==> src/rtl/wdt_guard_pkg.sv <==
// Shared constants for the protected watchdog: register bit layout,
// unlock keys and the unlock sequencer state type.
package wdt_guard_pkg;
    localparam int FLAG_BIT    = 0;
    localparam int ENABLE_BIT  = 1;
    localparam int RESTART_BIT = 2;
    localparam logic [7:0] KEY_FIRST  = 8'hAA;
    localparam logic [7:0] KEY_SECOND = 8'h55;
    typedef enum logic {SEQ_IDLE, SEQ_ARMED} seq_state_t;
endpackage

==> src/rtl/wdt_unlock.sv <==
// Timed-access gate. It watches bus writes for the two-key sequence on
// the unlock address and then holds a window open for WIN_CYCLES cycles
// or until one control write, whichever comes first.
// Assumes one bus write per cycle at most; any reset clears it.
module wdt_unlock
    import wdt_guard_pkg::*;
#(
    parameter int ADDR_W      = 4,
    parameter int WIN_CYCLES  = 4,
    parameter int CTRL_ADDR   = 0,
    parameter int UNLOCK_ADDR = 1
) (
    input  logic              clk,
    input  logic              any_rst_n,
    input  logic              wr_en,
    input  logic [ADDR_W-1:0] addr,
    input  logic [7:0]        wdata,
    output logic              win_open,
    output logic              prot_wr
);
    localparam int WW = $clog2(WIN_CYCLES + 1);

    seq_state_t     seq_q;
    logic [WW-1:0]  win_q;
    logic           unl_wr;
    logic           ctrl_wr;

    assign unl_wr   = wr_en && (addr == ADDR_W'(UNLOCK_ADDR));
    assign ctrl_wr  = wr_en && (addr == ADDR_W'(CTRL_ADDR));
    assign win_open = (win_q != '0);
    assign prot_wr  = ctrl_wr && win_open;

    // Tracks whether the previous bus write was the first key.
    always_ff @(posedge clk) begin
        if (!any_rst_n)
            seq_q <= SEQ_IDLE;
        else if (wr_en)
            seq_q <= (unl_wr && wdata == KEY_FIRST) ? SEQ_ARMED : SEQ_IDLE;
    end

    // Opens, counts down and closes the timed-access window.
    always_ff @(posedge clk) begin
        if (!any_rst_n)
            win_q <= '0;
        else if (unl_wr && wdata == KEY_SECOND && seq_q == SEQ_ARMED)
            win_q <= WW'(WIN_CYCLES);
        else if (ctrl_wr)
            win_q <= '0;
        else if (win_q != '0)
            win_q <= win_q - 1'b1;
    end
endmodule

==> src/rtl/wdt_counter.sv <==
// Free-running timeout counter. It counts 0..TIMEOUT_CYCLES-1, wraps and
// raises tick for the wrap cycle. A restart strobe reloads it to zero and
// takes priority over the wrap. Any reset clears it.
module wdt_counter #(
    parameter int TIMEOUT_CYCLES = 100000,
    localparam int CNT_W = (TIMEOUT_CYCLES > 1) ? $clog2(TIMEOUT_CYCLES) : 1
) (
    input  logic             clk,
    input  logic             any_rst_n,
    input  logic             restart,
    output logic             tick,
    output logic [CNT_W-1:0] count
);
    localparam logic [CNT_W-1:0] LAST = CNT_W'(TIMEOUT_CYCLES - 1);

    logic [CNT_W-1:0] cnt_q;

    assign count = cnt_q;
    assign tick  = any_rst_n && !restart && (cnt_q == LAST);

    // Advances the count, wrapping at the limit or reloading on restart.
    always_ff @(posedge clk) begin
        if (!any_rst_n || restart)
            cnt_q <= '0;
        else if (cnt_q == LAST)
            cnt_q <= '0;
        else
            cnt_q <= cnt_q + 1'b1;
    end
endmodule

==> src/rtl/wdt_ctrl_regs.sv <==
// Control state: a sticky timeout flag cleared on read, the reset enable,
// the self-clearing restart strobe and the reset-request pulse stretcher.
// Flag, enable and pulse clear on power-on reset only; the strobe clears
// on any reset.
module wdt_ctrl_regs #(
    parameter int RST_PULSE = 16
) (
    input  logic clk,
    input  logic por_n,
    input  logic any_rst_n,
    input  logic prot_wr,
    input  logic wr_enable_bit,
    input  logic wr_restart_bit,
    input  logic ctrl_rd,
    input  logic tick,
    output logic flag,
    output logic enable,
    output logic restart,
    output logic rst_req
);
    localparam int PW = $clog2(RST_PULSE + 1);

    logic [PW-1:0] pulse_q;

    assign rst_req = (pulse_q != '0);

    // Sticky timeout flag: set wins over the read-clear.
    always_ff @(posedge clk) begin
        if (!por_n)
            flag <= 1'b0;
        else if (tick)
            flag <= 1'b1;
        else if (ctrl_rd)
            flag <= 1'b0;
    end

    // Reset-enable bit, written only through a protected write.
    always_ff @(posedge clk) begin
        if (!por_n)
            enable <= 1'b0;
        else if (prot_wr)
            enable <= wr_enable_bit;
    end

    // One-cycle restart strobe, raised by a protected write of 1.
    always_ff @(posedge clk) begin
        if (!any_rst_n)
            restart <= 1'b0;
        else
            restart <= prot_wr && wr_restart_bit;
    end

    // Stretches an enabled timeout into a RST_PULSE-cycle request.
    always_ff @(posedge clk) begin
        if (!por_n)
            pulse_q <= '0;
        else if (tick && enable)
            pulse_q <= PW'(RST_PULSE);
        else if (pulse_q != '0)
            pulse_q <= pulse_q - 1'b1;
    end
endmodule

==> src/rtl/wdt_guard.sv <==
// Top of the protected watchdog. It joins the unlock gate, the counter and
// the control registers, and decodes control reads onto rdata.
// Assumes RST_PULSE >= 1, WIN_CYCLES >= 1, and that CTRL_ADDR and
// UNLOCK_ADDR differ.
module wdt_guard
    import wdt_guard_pkg::*;
#(
    parameter int TIMEOUT_CYCLES = 100000,
    parameter int RST_PULSE      = 16,
    parameter int WIN_CYCLES     = 4,
    parameter int ADDR_W         = 4,
    parameter int CTRL_ADDR      = 0,
    parameter int UNLOCK_ADDR    = 1
) (
    input  logic              clk,
    input  logic              por_n,
    input  logic              rst_n,
    input  logic              wr_en,
    input  logic              rd_en,
    input  logic [ADDR_W-1:0] addr,
    input  logic [7:0]        wdata,
    output logic [7:0]        rdata,
    output logic              wdt_rst_req
);
    localparam int CNT_W = (TIMEOUT_CYCLES > 1) ? $clog2(TIMEOUT_CYCLES) : 1;

    logic             any_rst_n;
    logic             ctrl_rd;
    logic             win_open;
    logic             prot_wr;
    logic             tick;
    logic [CNT_W-1:0] count;
    logic             flag;
    logic             enable;
    logic             restart;

    assign any_rst_n = por_n & rst_n;
    assign ctrl_rd   = rd_en && (addr == ADDR_W'(CTRL_ADDR));

    wdt_unlock #(
        .ADDR_W(ADDR_W), .WIN_CYCLES(WIN_CYCLES),
        .CTRL_ADDR(CTRL_ADDR), .UNLOCK_ADDR(UNLOCK_ADDR)
    ) u_unlock (
        .clk(clk), .any_rst_n(any_rst_n), .wr_en(wr_en), .addr(addr),
        .wdata(wdata), .win_open(win_open), .prot_wr(prot_wr)
    );

    wdt_counter #(.TIMEOUT_CYCLES(TIMEOUT_CYCLES)) u_counter (
        .clk(clk), .any_rst_n(any_rst_n), .restart(restart),
        .tick(tick), .count(count)
    );

    wdt_ctrl_regs #(.RST_PULSE(RST_PULSE)) u_regs (
        .clk(clk), .por_n(por_n), .any_rst_n(any_rst_n), .prot_wr(prot_wr),
        .wr_enable_bit(wdata[ENABLE_BIT]), .wr_restart_bit(wdata[RESTART_BIT]),
        .ctrl_rd(ctrl_rd), .tick(tick), .flag(flag), .enable(enable),
        .restart(restart), .rst_req(wdt_rst_req)
    );

    // Read mux: only the flag and enable are visible; restart reads 0.
    always_comb begin
        rdata = '0;
        if (ctrl_rd) begin
            rdata[FLAG_BIT]   = flag;
            rdata[ENABLE_BIT] = enable;
        end
    end
endmodule

==> config.mk <==
export PLATFORM = sky130hd
export DESIGN_NAME = wdt_guard
export DESIGN_NICKNAME = d
export VERILOG_FILES = /design/src/rtl/wdt_guard_pkg.sv /design/src/rtl/wdt_unlock.sv /design/src/rtl/wdt_counter.sv /design/src/rtl/wdt_ctrl_regs.sv /design/src/rtl/wdt_guard.sv
export SDC_FILE = /design/constraint.sdc
export NUM_CORES = 1
export LEC_CHECK = 0
export ABC_AREA = 1
export ABC_CLOCK_PERIOD_IN_PS = 1410
export BUFFER_PORTS_ARGS = -buffer_cell sky130_fd_sc_hd__buf_4
export CORE_UTILIZATION = 40
export CTS_BUF_LIST = sky130_fd_sc_hd__clkbuf_8
export DETAILED_ROUTE_END_ITERATION = 6
export GPL_TIMING_DRIVEN = 0
export HOLD_SLACK_MARGIN = 0.12
export PLACE_DENSITY = 0.73
export SLEW_MARGIN = 25
export SYNTH_ARGS = -nofsm -noshare
export SYNTH_HDL_FRONTEND = slang
export SYNTH_HIERARCHICAL = 1
export SYNTH_SLANG_ARGS = --single-unit
==> constraint.sdc <==
create_clock -name clk -period 1.41 [get_ports clk]
set_input_delay 0.3525 -clock clk [delete_from_list [all_inputs] [get_ports clk]]
set_output_delay 0.3525 -clock clk [all_outputs]
set_load 0.02 [all_outputs]
# --- After elaboration in Yosys (flattened, before gate mapping) ---
# Cells that the tools add are included.
op_classes:
  n_eq_ne: 4
  n_addsub: 3
  n_mux: 9
  bitwise_logic: 3
  n_reduce_logical: 23
ops:
  columns: ["cell", "n"]
  rows:
  - ["$add 17x1->17 const B", 1]
  - ["$eq 17x17->1 const B", 1]
  - ["$logic_and 1x1->1", 11]
  - ["$mux 5", 2]
  - ["$mux 3", 3]
  - ["$eq 8x7->1 const B", 1]
  - ["$eq 8x8->1 const B", 1]
  - ["$reduce_bool 3->1", 2]
  - ["$reduce_bool 5->1", 1]
  - ["$sub 5x1->5 const B", 1]
  - ["$eq 4x1->1 const B", 1]
  - ["$logic_not 4->1", 1]
  - ["$reduce_bool 2->1", 2]
  - ["$reduce_or 2->1", 2]
  - ["$mux 1", 3]
  - ["$reduce_or 3->1", 1]
  - ["$sub 3x1->3 const B", 1]
  - ["$logic_not 1->1", 2]
  - ["$mux 2", 1]
  - ["$not 1->1", 2]
  - ["$and 1x1->1", 1]
  - ["$logic_or 1x1->1", 1]
totals:
  wordCells: 51
  register_bits: 29
  output_inout_bits: 9
  inputBits: 17

# --- Depth between registers and ports, before layout ---
# Gate-level depths: netlist (run 1).
depth:
  depth_word: 5
  depth_mapped: 10
  mapped_depth_nobuf: 10

# --- Cells and area by module ---
# The synthesis (run 1) kept the hierarchy.
by_module_without_submodules:
  columns: ["module", "seq_area_each_um2", "instances", "cells_each", "area_each_um2"]
  rows:
  - ["wdt_counter", 340.3, 1, 142, 925.9]
  - ["wdt_ctrl_regs", 160.2, 1, 44, 334.1]
  - ["wdt_unlock", 80.1, 1, 52, 325.3]
  - ["wdt_guard", 0.0, 1, 17, 87.6]

# --- Worst setup path after synthesis (run 1) ---
# Ideal clock, no wire load.
synth_path:
  path_kind: "register to register"
  startpoint: "reg u_counter.cnt_q[0] (netlist: u_counter/count[0])"
  endpoint: "reg u_regs.pulse_q[3]"
  synth_period_minus_slack_ns: 1.490
  t_arrival_ns: 1.373
  stages_incl_launch_ff: 11
  setup_slack_ns: -0.080
  path_cell_list: "dfxtp_1 ha_1 nand2_1 nor2_1 nand3_2 nor3_1 nand2_1 nand2_1 inv_1 nand2_1 a21oi_1"
synth_via:
  elab_chain_cells: 4
synth_lines:
  columns: ["element", "line_no", "rtl"]
  rows:
  - ["start: declaration", "wdt_counter.sv:16", "logic [CNT_W-1:0] cnt_q;"]
  - ["start signal: assignment", "wdt_counter.sv:28", "cnt_q <= cnt_q + 1'b1;"]
  - ["$eq 17x17->1", "wdt_counter.sv:19", "assign tick = any_rst_n && !restart && (cnt_q == LAST);"]
  - ["$logic_and 1x1->1", "wdt_counter.sv:19", null]
  - ["named net tick", "wdt_guard.sv:31", "logic tick;"]
  - ["$logic_and 1x1->1", "wdt_ctrl_regs.sv:57", "else if (tick && enable)"]
  - ["$reduce_or 2->1 (no source line)", null, null]
  - ["end signal: assignment", "wdt_ctrl_regs.sv:58", "pulse_q <= PW'(RST_PULSE);"]
  - ["end signal: assignment", "wdt_ctrl_regs.sv:60", "pulse_q <= pulse_q - 1'b1;"]
  - ["end: declaration", "wdt_ctrl_regs.sv:23", "logic [PW-1:0] pulse_q;"]
# The timed path passes the listed nets, and every way through them passes these cells.
# A chain may end at the register's enable or synchronous reset.

# --- Worst setup path in the final report (run 1) ---
layout_path:
  startpoint: "reg u_regs.pulse_q[0]"
  endpoint: "out wdt_rst_req"
layout_via:
  elab_chain_cells: 1
layout_lines:
  columns: ["element", "line_no", "rtl"]
  rows:
  - ["$reduce_bool 5->1", "wdt_ctrl_regs.sv:25", "assign rst_req = (pulse_q != '0);"]
  - ["end: declaration", "wdt_guard.sv:23", "output logic wdt_rst_req"]
# Every way passes these cells.

==> key figures, run 1 <==
Power
  • Static Leakage: 0.8880 nW
  • VDD IR max: 700.9 µV
  • Total power divided by cell area: approximately 1000 nW/µm²

Floorplan
  • Boundary pin count: 26
  • Effective utilization at floorplan: a little over two fifths
  • Placeable core area: 4000 µm²
  • Chip height: 66.60 µm
  • Row count: 23
  • Die extent in x: between 60 and 70 µm
  • Full die area: 4435 µm²

GRT
  • Pin count of the biggest net entering global routing: 11
  • Wire length of the first global-routing pass: around 5500 µm
  • Total congestion overflow after global routing: 0
  • Initial antenna violation count: 0
  • Global router's overall resource usage: approximately 17%
  • Number of global-route vias before repair: about 1500

Timing
  • Final setup violation count: 0
  • Slew Viols, Final: 0
  • Maximum achievable frequency: slightly above 0.7 GHz
  • Shortest period the worst path allows: about 1.4 ns
  • Worst clock skew: between 0.005 and 0.006 ns
  • Final worst-path cycle share: about 100%
  • Final count of hold timing violations: 0
  • Hold Worst Slack: approximately 0.32 ns
  • Unrepaired setup endpoints after global routing: true

Critical path
  • Crit-path max cell delay: roughly 0.33 ns
  • Critical Path, Cell by Cell: inv_2 -> ha_4 -> nand3_4 -> buf_6
  • Startpoint types: flop
  • Critical path buffers and inverters: 2
  • Worst setup path class: flop to output pin
  • CP required: around 1.1 ns
  • Category of cells accounting for the largest share of critical-path delay: flip-flops
  • Endpoint kind of the worst setup timing path: output pin
  • Arrival time worst endpoint: ~1.1 ns
  • Max Fanout on Critical Path: 2
  • Slowest library cell on the worst path: sky130_fd_sc_hd__dfxtp_2

Cells and area
  • Final Net Count: ~320
  • Non-filler cells in the finished layout: between 300 and 400
  • Share of layout cells above drive strength 1: ~28%
  • Synth-to-layout area growth: 27.81%
  • Core utilization of the finished layout: about 53%
  • Antenna diodes: 0

CTS
  • H-tree depth: 2
  • Worst-path clk slew: approximately 0.07 ns
  • Clock latency of the later-clocked register in the worst-skew pair: 0.29 ns
  • TritonCTS Buffers: 5
  • Root Driver: sky130_fd_sc_hd__clkbuf_8
  • Clock tree buffer depth: 2
  • Cts hold-fix bufs: 0
  • Clock tree from TritonCTS: built
  • Sinks on Clock Net: 29

Detailed routing
  • Post-detailed-route DRC marker count: 0
  • Post-route ant nets: 0
  • Number of optimization iterations in the first detailed-route pass: 4
  • Via density per instance: around 4.4
  • Total number of vias: 1533
  • Iteration-0 DRC count of the detailed router: 97
  • Total Wirelength: between 3000 and 4000 µm
  • Final routed wire length divided by cell count: between 9 and 10 µm

Place
  • Number of cells in the design after placement: between 300 and 400
  • PortBufs: 19
  • Detailed-placement wirelength estimate: 2405 µm
  • Routability cong.: approximately 0.85

Hold path
  • Hold Path Class: primary input to flop

Run status
  • Run status: finished, final reports clean

Logic synthesis
  • Mean area per synthesized cell: 6.571 µm²
  • Cell count after synthesis: 254
  • Number of synthesis warnings: 6
  • Syn Std Cell Area: about 1700 µm²

Job
  • Count of max-cap constraint violations: 0
power by group:
group | internal (mW) | switching [mW]
Clock | 0.334 | 0.333
Combinational | 0.347 | 0.309
Sequential | 0.869 | 0.0401
routing by layer:
metal	vias up	GRT usage, %	part of all wire, %
li1	838	-	-
met1	657	17.63	46
met2	31	30.05	47
met3	7	4.110	3.9
met4	0	11.17	2.7
met5	-	0	0
layout by cell type (no fill, tap or decap), drive strengths merged:
master / count
a21oi: 8
and3: 1
buf: 36
clkbuf: 5
clkinv: 3
conb: 6
dfxtp: 29
ha: 4
inv: 41
nand2: 68
nand3: 17
nand4: 5
nor2: 57
nor3: 2
nor3b: 1
o21ai: 4
o21bai: 1
or2: 1
xnor2: 5
xor2: 2
worst reg2reg max path: stages, from the launching register on:
cell and delay (ns):
sky130_fd_sc_hd__dfxtp_2 0.35, sky130_fd_sc_hd__ha_4 0.14, sky130_fd_sc_hd__nand2_2 0.06, sky130_fd_sc_hd__nor2_4 0.10, sky130_fd_sc_hd__nand3_2 0.10, sky130_fd_sc_hd__nor3_2 0.14, sky130_fd_sc_hd__nand2_1 0.10, sky130_fd_sc_hd__nand2_2 0.09
sky130_fd_sc_hd__inv_2 0.05, sky130_fd_sc_hd__nand2_2 0.06, sky130_fd_sc_hd__a21oi_1 0.04
layout make-up:
| class | instances | area [µm²] |
|---|---|---|
| buffer | 7 | 65.06 |
| clock buffer | 5 | 68.82 |
| clock inverter | 3 | 13.76 |
| fill | 407 | 1867 |
| inverter | 41 | 153.9 |
| multi-input combinational | 182 | 955.9 |
| sequential | 29 | 591.8 |
| tap | 50 | 62.56 |
| timing repair buffer | 29 | 221.5 |
registers in the layout (all words and copies together) (netlist names):
name             count
u_regs/pulse_q       5
u_regs/enable        1
u_unlock/win_q       3
u_regs/flag          1
u_counter/count     17
u_unlock/seq_q       1
u_regs/restart       1
worst paths after layout:
path	slack, ns	end	depth (start not counted)	from
worst max-delay path	0.01	wdt_rst_req	4	u_regs/pulse_q[0]
worst min-delay path	0.32	u_regs/restart	2	wdata[2]
worst max register to register	0.09	u_regs/pulse_q[3]	10	u_counter/count[1]
worst min register to register	0.46	u_regs/pulse_q[4]	2	u_regs/pulse_q[4]
repair_timing:
item	in CTS	in global routing
endpoints found under the setup margin	6	13
buffers inserted	9	1
gates resized for setup	17	8
pin swaps	9	5
stage by stage:
stage | total power, mW | worst slack (ns) | TNS [ns] | instance area [µm²]
finish | 2.232 | 0.01058 | 0 | 2133
global route | 2.365 | -0.02372 | -0.02398 | 2133
CTS | 2.212 | -0.02596 | -0.04931 | 2108
detailed placement | 1.337 | -0.1659 | -0.4958 | 1903
global placement | 1.325 | -0.1707 | -0.4975 | 1903
floorplan | 1.218 | 0.005313 | 0 | 1698
No activity file was read; power rests on OpenSTA's default activity.
==> inputs of run 2 (changes only) <==
--- a/config.mk
+++ b/config.mk
@@ -16,3 +16,3 @@
 export PLACE_DENSITY = 0.73
-export SLEW_MARGIN = 25
+export SLEW_MARGIN = 10
 export SYNTH_ARGS = -nofsm -noshare
--- a/constraint.sdc
+++ b/constraint.sdc
@@ -3,2 +3,2 @@
 set_output_delay 0.3525 -clock clk [all_outputs]
-set_load 0.02 [all_outputs]
+set_load 0.01 [all_outputs]
==> key figures, run 2 (synthesized netlist as in run 1, its figures left out) <==
Run status
  • Run status: finished, final reports clean

Critical path
  • Worst setup path class: flop to output pin
  • Max Fanout on Critical Path: 3
  • Category of cells accounting for the largest share of critical-path delay: flip-flops
  • Crit-path max cell delay: approximately 0.33 ns
  • Critical path buffers and inverters: 2
  • Startpoint types: flop
  • Critical Path, Cell by Cell: inv_2 -> ha_4 -> nand3_4 -> buf_6
  • Endpoint kind of the worst setup timing path: output pin
  • Slowest library cell on the worst path: sky130_fd_sc_hd__dfxtp_2
  • Arrival time worst endpoint: between 1 and 1.5 ns
  • Slack of the worst reg-to-reg path: ~0.090 ns
  • CP required: 1.06 ns

Power
  • Total power divided by cell area: ~1000 nW/µm²
  • VDD IR max: 727.6 µV
  • Static Leakage: ~0.9 nW

Floorplan
  • Die extent in x: about 67 µm
  • Row count: 23
  • Effective utilization at floorplan: 41.73%
  • Boundary pin count: 26
  • Chip height: between 60 and 70 µm
  • Full die area: about 4400 µm²
  • Placeable core area: 4000 µm²

Cells and area
  • Antenna diodes: 0
  • Final-layout fill cell count: ~410
  • Leading cell type in the layout, fill and taps excluded: sky130_fd_sc_hd__nand2_1
  • Share of layout cells above drive strength 1: 28.28%
  • Leading cell types in the layout, fill and taps excluded: sky130_fd_sc_hd__nand2_1 (61), sky130_fd_sc_hd__nor2_1 (45), sky130_fd_sc_hd__inv_1 (37)
  • Largest register FFs: 17
  • Multi-input gate area: around 950 µm²
  • Sequential Area: around 600 µm²
  • Synth-to-layout area growth: 28.11%
  • Final Net Count: between 300 and 400
  • Non-filler cells in the finished layout: ~350
  • Design Area, Final: between 2000 and 2500 µm²

Job
  • Count of max-cap constraint violations: 0

Place
  • Total placed instance area: between 1500 and 2000 µm²
  • Number of cells in the design after placement: 328
  • Minimum setup slack after placement: -0.1659 ns
  • Routability cong.: around 0.85
  • PortBufs: 19
  • Detailed-placement wirelength estimate: about 2400 µm

CTS
  • Sinks on Clock Net: 29
  • Root Driver: sky130_fd_sc_hd__clkbuf_8
  • Clock tree from TritonCTS: built
  • H-tree depth: 2
  • TritonCTS Buffers: 5
  • Clock tree buffer depth: 2
  • Worst-path clk slew: roughly 0.070 ns
  • Clock latency of the later-clocked register in the worst-skew pair: 0.29 ns

Detailed routing
  • Final routed wire length divided by cell count: ~9.6 µm
  • Number of optimization iterations in the first detailed-route pass: 4
  • Total number of vias: ~1500
  • Total Wirelength: about 3300 µm
  • Routed length on met2: 1564 µm
  • Post-route ant nets: 0
  • Routed wl met3: between 100 and 150 µm
  • Sum of routed wire segments on met1: roughly 1500 µm
  • DR top layer: met4
  • Post-detailed-route DRC marker count: 0
  • Iteration-0 DRC count of the detailed router: just under 90
  • Via density per instance: roughly 4.4

Timing
  • Worst setup margin: about 0.011 ns
  • Final worst-path cycle share: around 99%
  • Maximum achievable frequency: slightly above 0.7 GHz
  • Final count of hold timing violations: 0
  • Unrepaired setup endpoints after global routing: true
  • Slew Viols, Final: 0
  • Shortest period the worst path allows: between 1 and 1.5 ns
  • Worst clock skew: around 0.0067 ns
  • Final setup violation count: 0

GRT
  • Initial antenna violation count: 0
  • Wire length of the first global-routing pass: 5506 µm
  • Pin count of the biggest net entering global routing: 11
  • Total congestion overflow after global routing: 0
  • Number of global-route vias before repair: about 1500
  • Global router's overall resource usage: around 17%

Hold path
  • Hold Path Class: primary input to flop
-- run 2: cell types whose count changed in the layout (fill, tap and decap cells not counted), sizes merged --
cell / delta
buf: +1
-- run 2: what timing repair did --
action                                  4_1_cts  5_1_grt
setup buffers                                 8        3
gates resized for setup                      16        8
endpoints found under the setup margin        6       13
hold buffers                                  0        0
pin swaps                                     9        5
-- run 2: cell type report --
| class | instances | share of cell area (%) |
|---|---|---|
| clock buffers | 5 | 3.218 |
| clock inverters | 3 | 0.6437 |
| plain buffers | 7 | 3.043 |
| inverters | 41 | 7.197 |
| multi-input cells | 182 | 44.59 |
| well taps | 50 | 2.926 |
| repair buffers | 30 | 10.71 |
| flip-flops and latches | 29 | 27.68 |
-- run 2: power by group --
| group | total, mW | leakage [nW] | switching (mW) | internal [mW] |
|---|---|---|---|---|
| sequential | 0.909 | 0.239 | 0.0399 | 0.869 |
| clock | 0.669 | 0.0491 | 0.335 | 0.334 |
| combinational | 0.659 | 0.605 | 0.293 | 0.366 |
| total | 2.24 | 0.893 | 0.668 | 1.57 |
-- run 2: per-stage QoR --
stage / utilization, % / setup TNS (ns) / hold slack [ns] / power (mW)
2_1_floorplan: - / 0 / 0.4355 / 1.195
3_3_place_gp: 47.58 / -0.4975 / 0.4518 / 1.302
3_5_place_dp: 47.58 / -0.4958 / 0.4512 / 1.314
4_1_cts: 52.49 / -0.07094 / 0.3083 / 2.159
5_1_grt: 53.46 / -0.02631 / 0.3316 / 2.372
6_report: 53.46 / 0 / 0.3204 / 2.237
-- run 2: path summary, 6_finish.rpt --
path | start | endpoint | depth (start not counted)
hold reg to reg | u_regs/pulse_q[4] | u_regs/pulse_q[4] | 2
hold / removal | wdata[2] | u_regs/restart | 2
setup / recovery | u_regs/pulse_q[0] | wdt_rst_req | 4
setup reg to reg | u_counter/count[1] | u_regs/pulse_q[3] | 10
-- run 2: layer usage --
metal | track usage (%) | vias to the layer above
met5 | 0 | -
met4 | 11.97 | 0
met3 | 4.110 | 9
met2 | 29.55 | 34
met1 | 17.53 | 661
li1 | - | 840
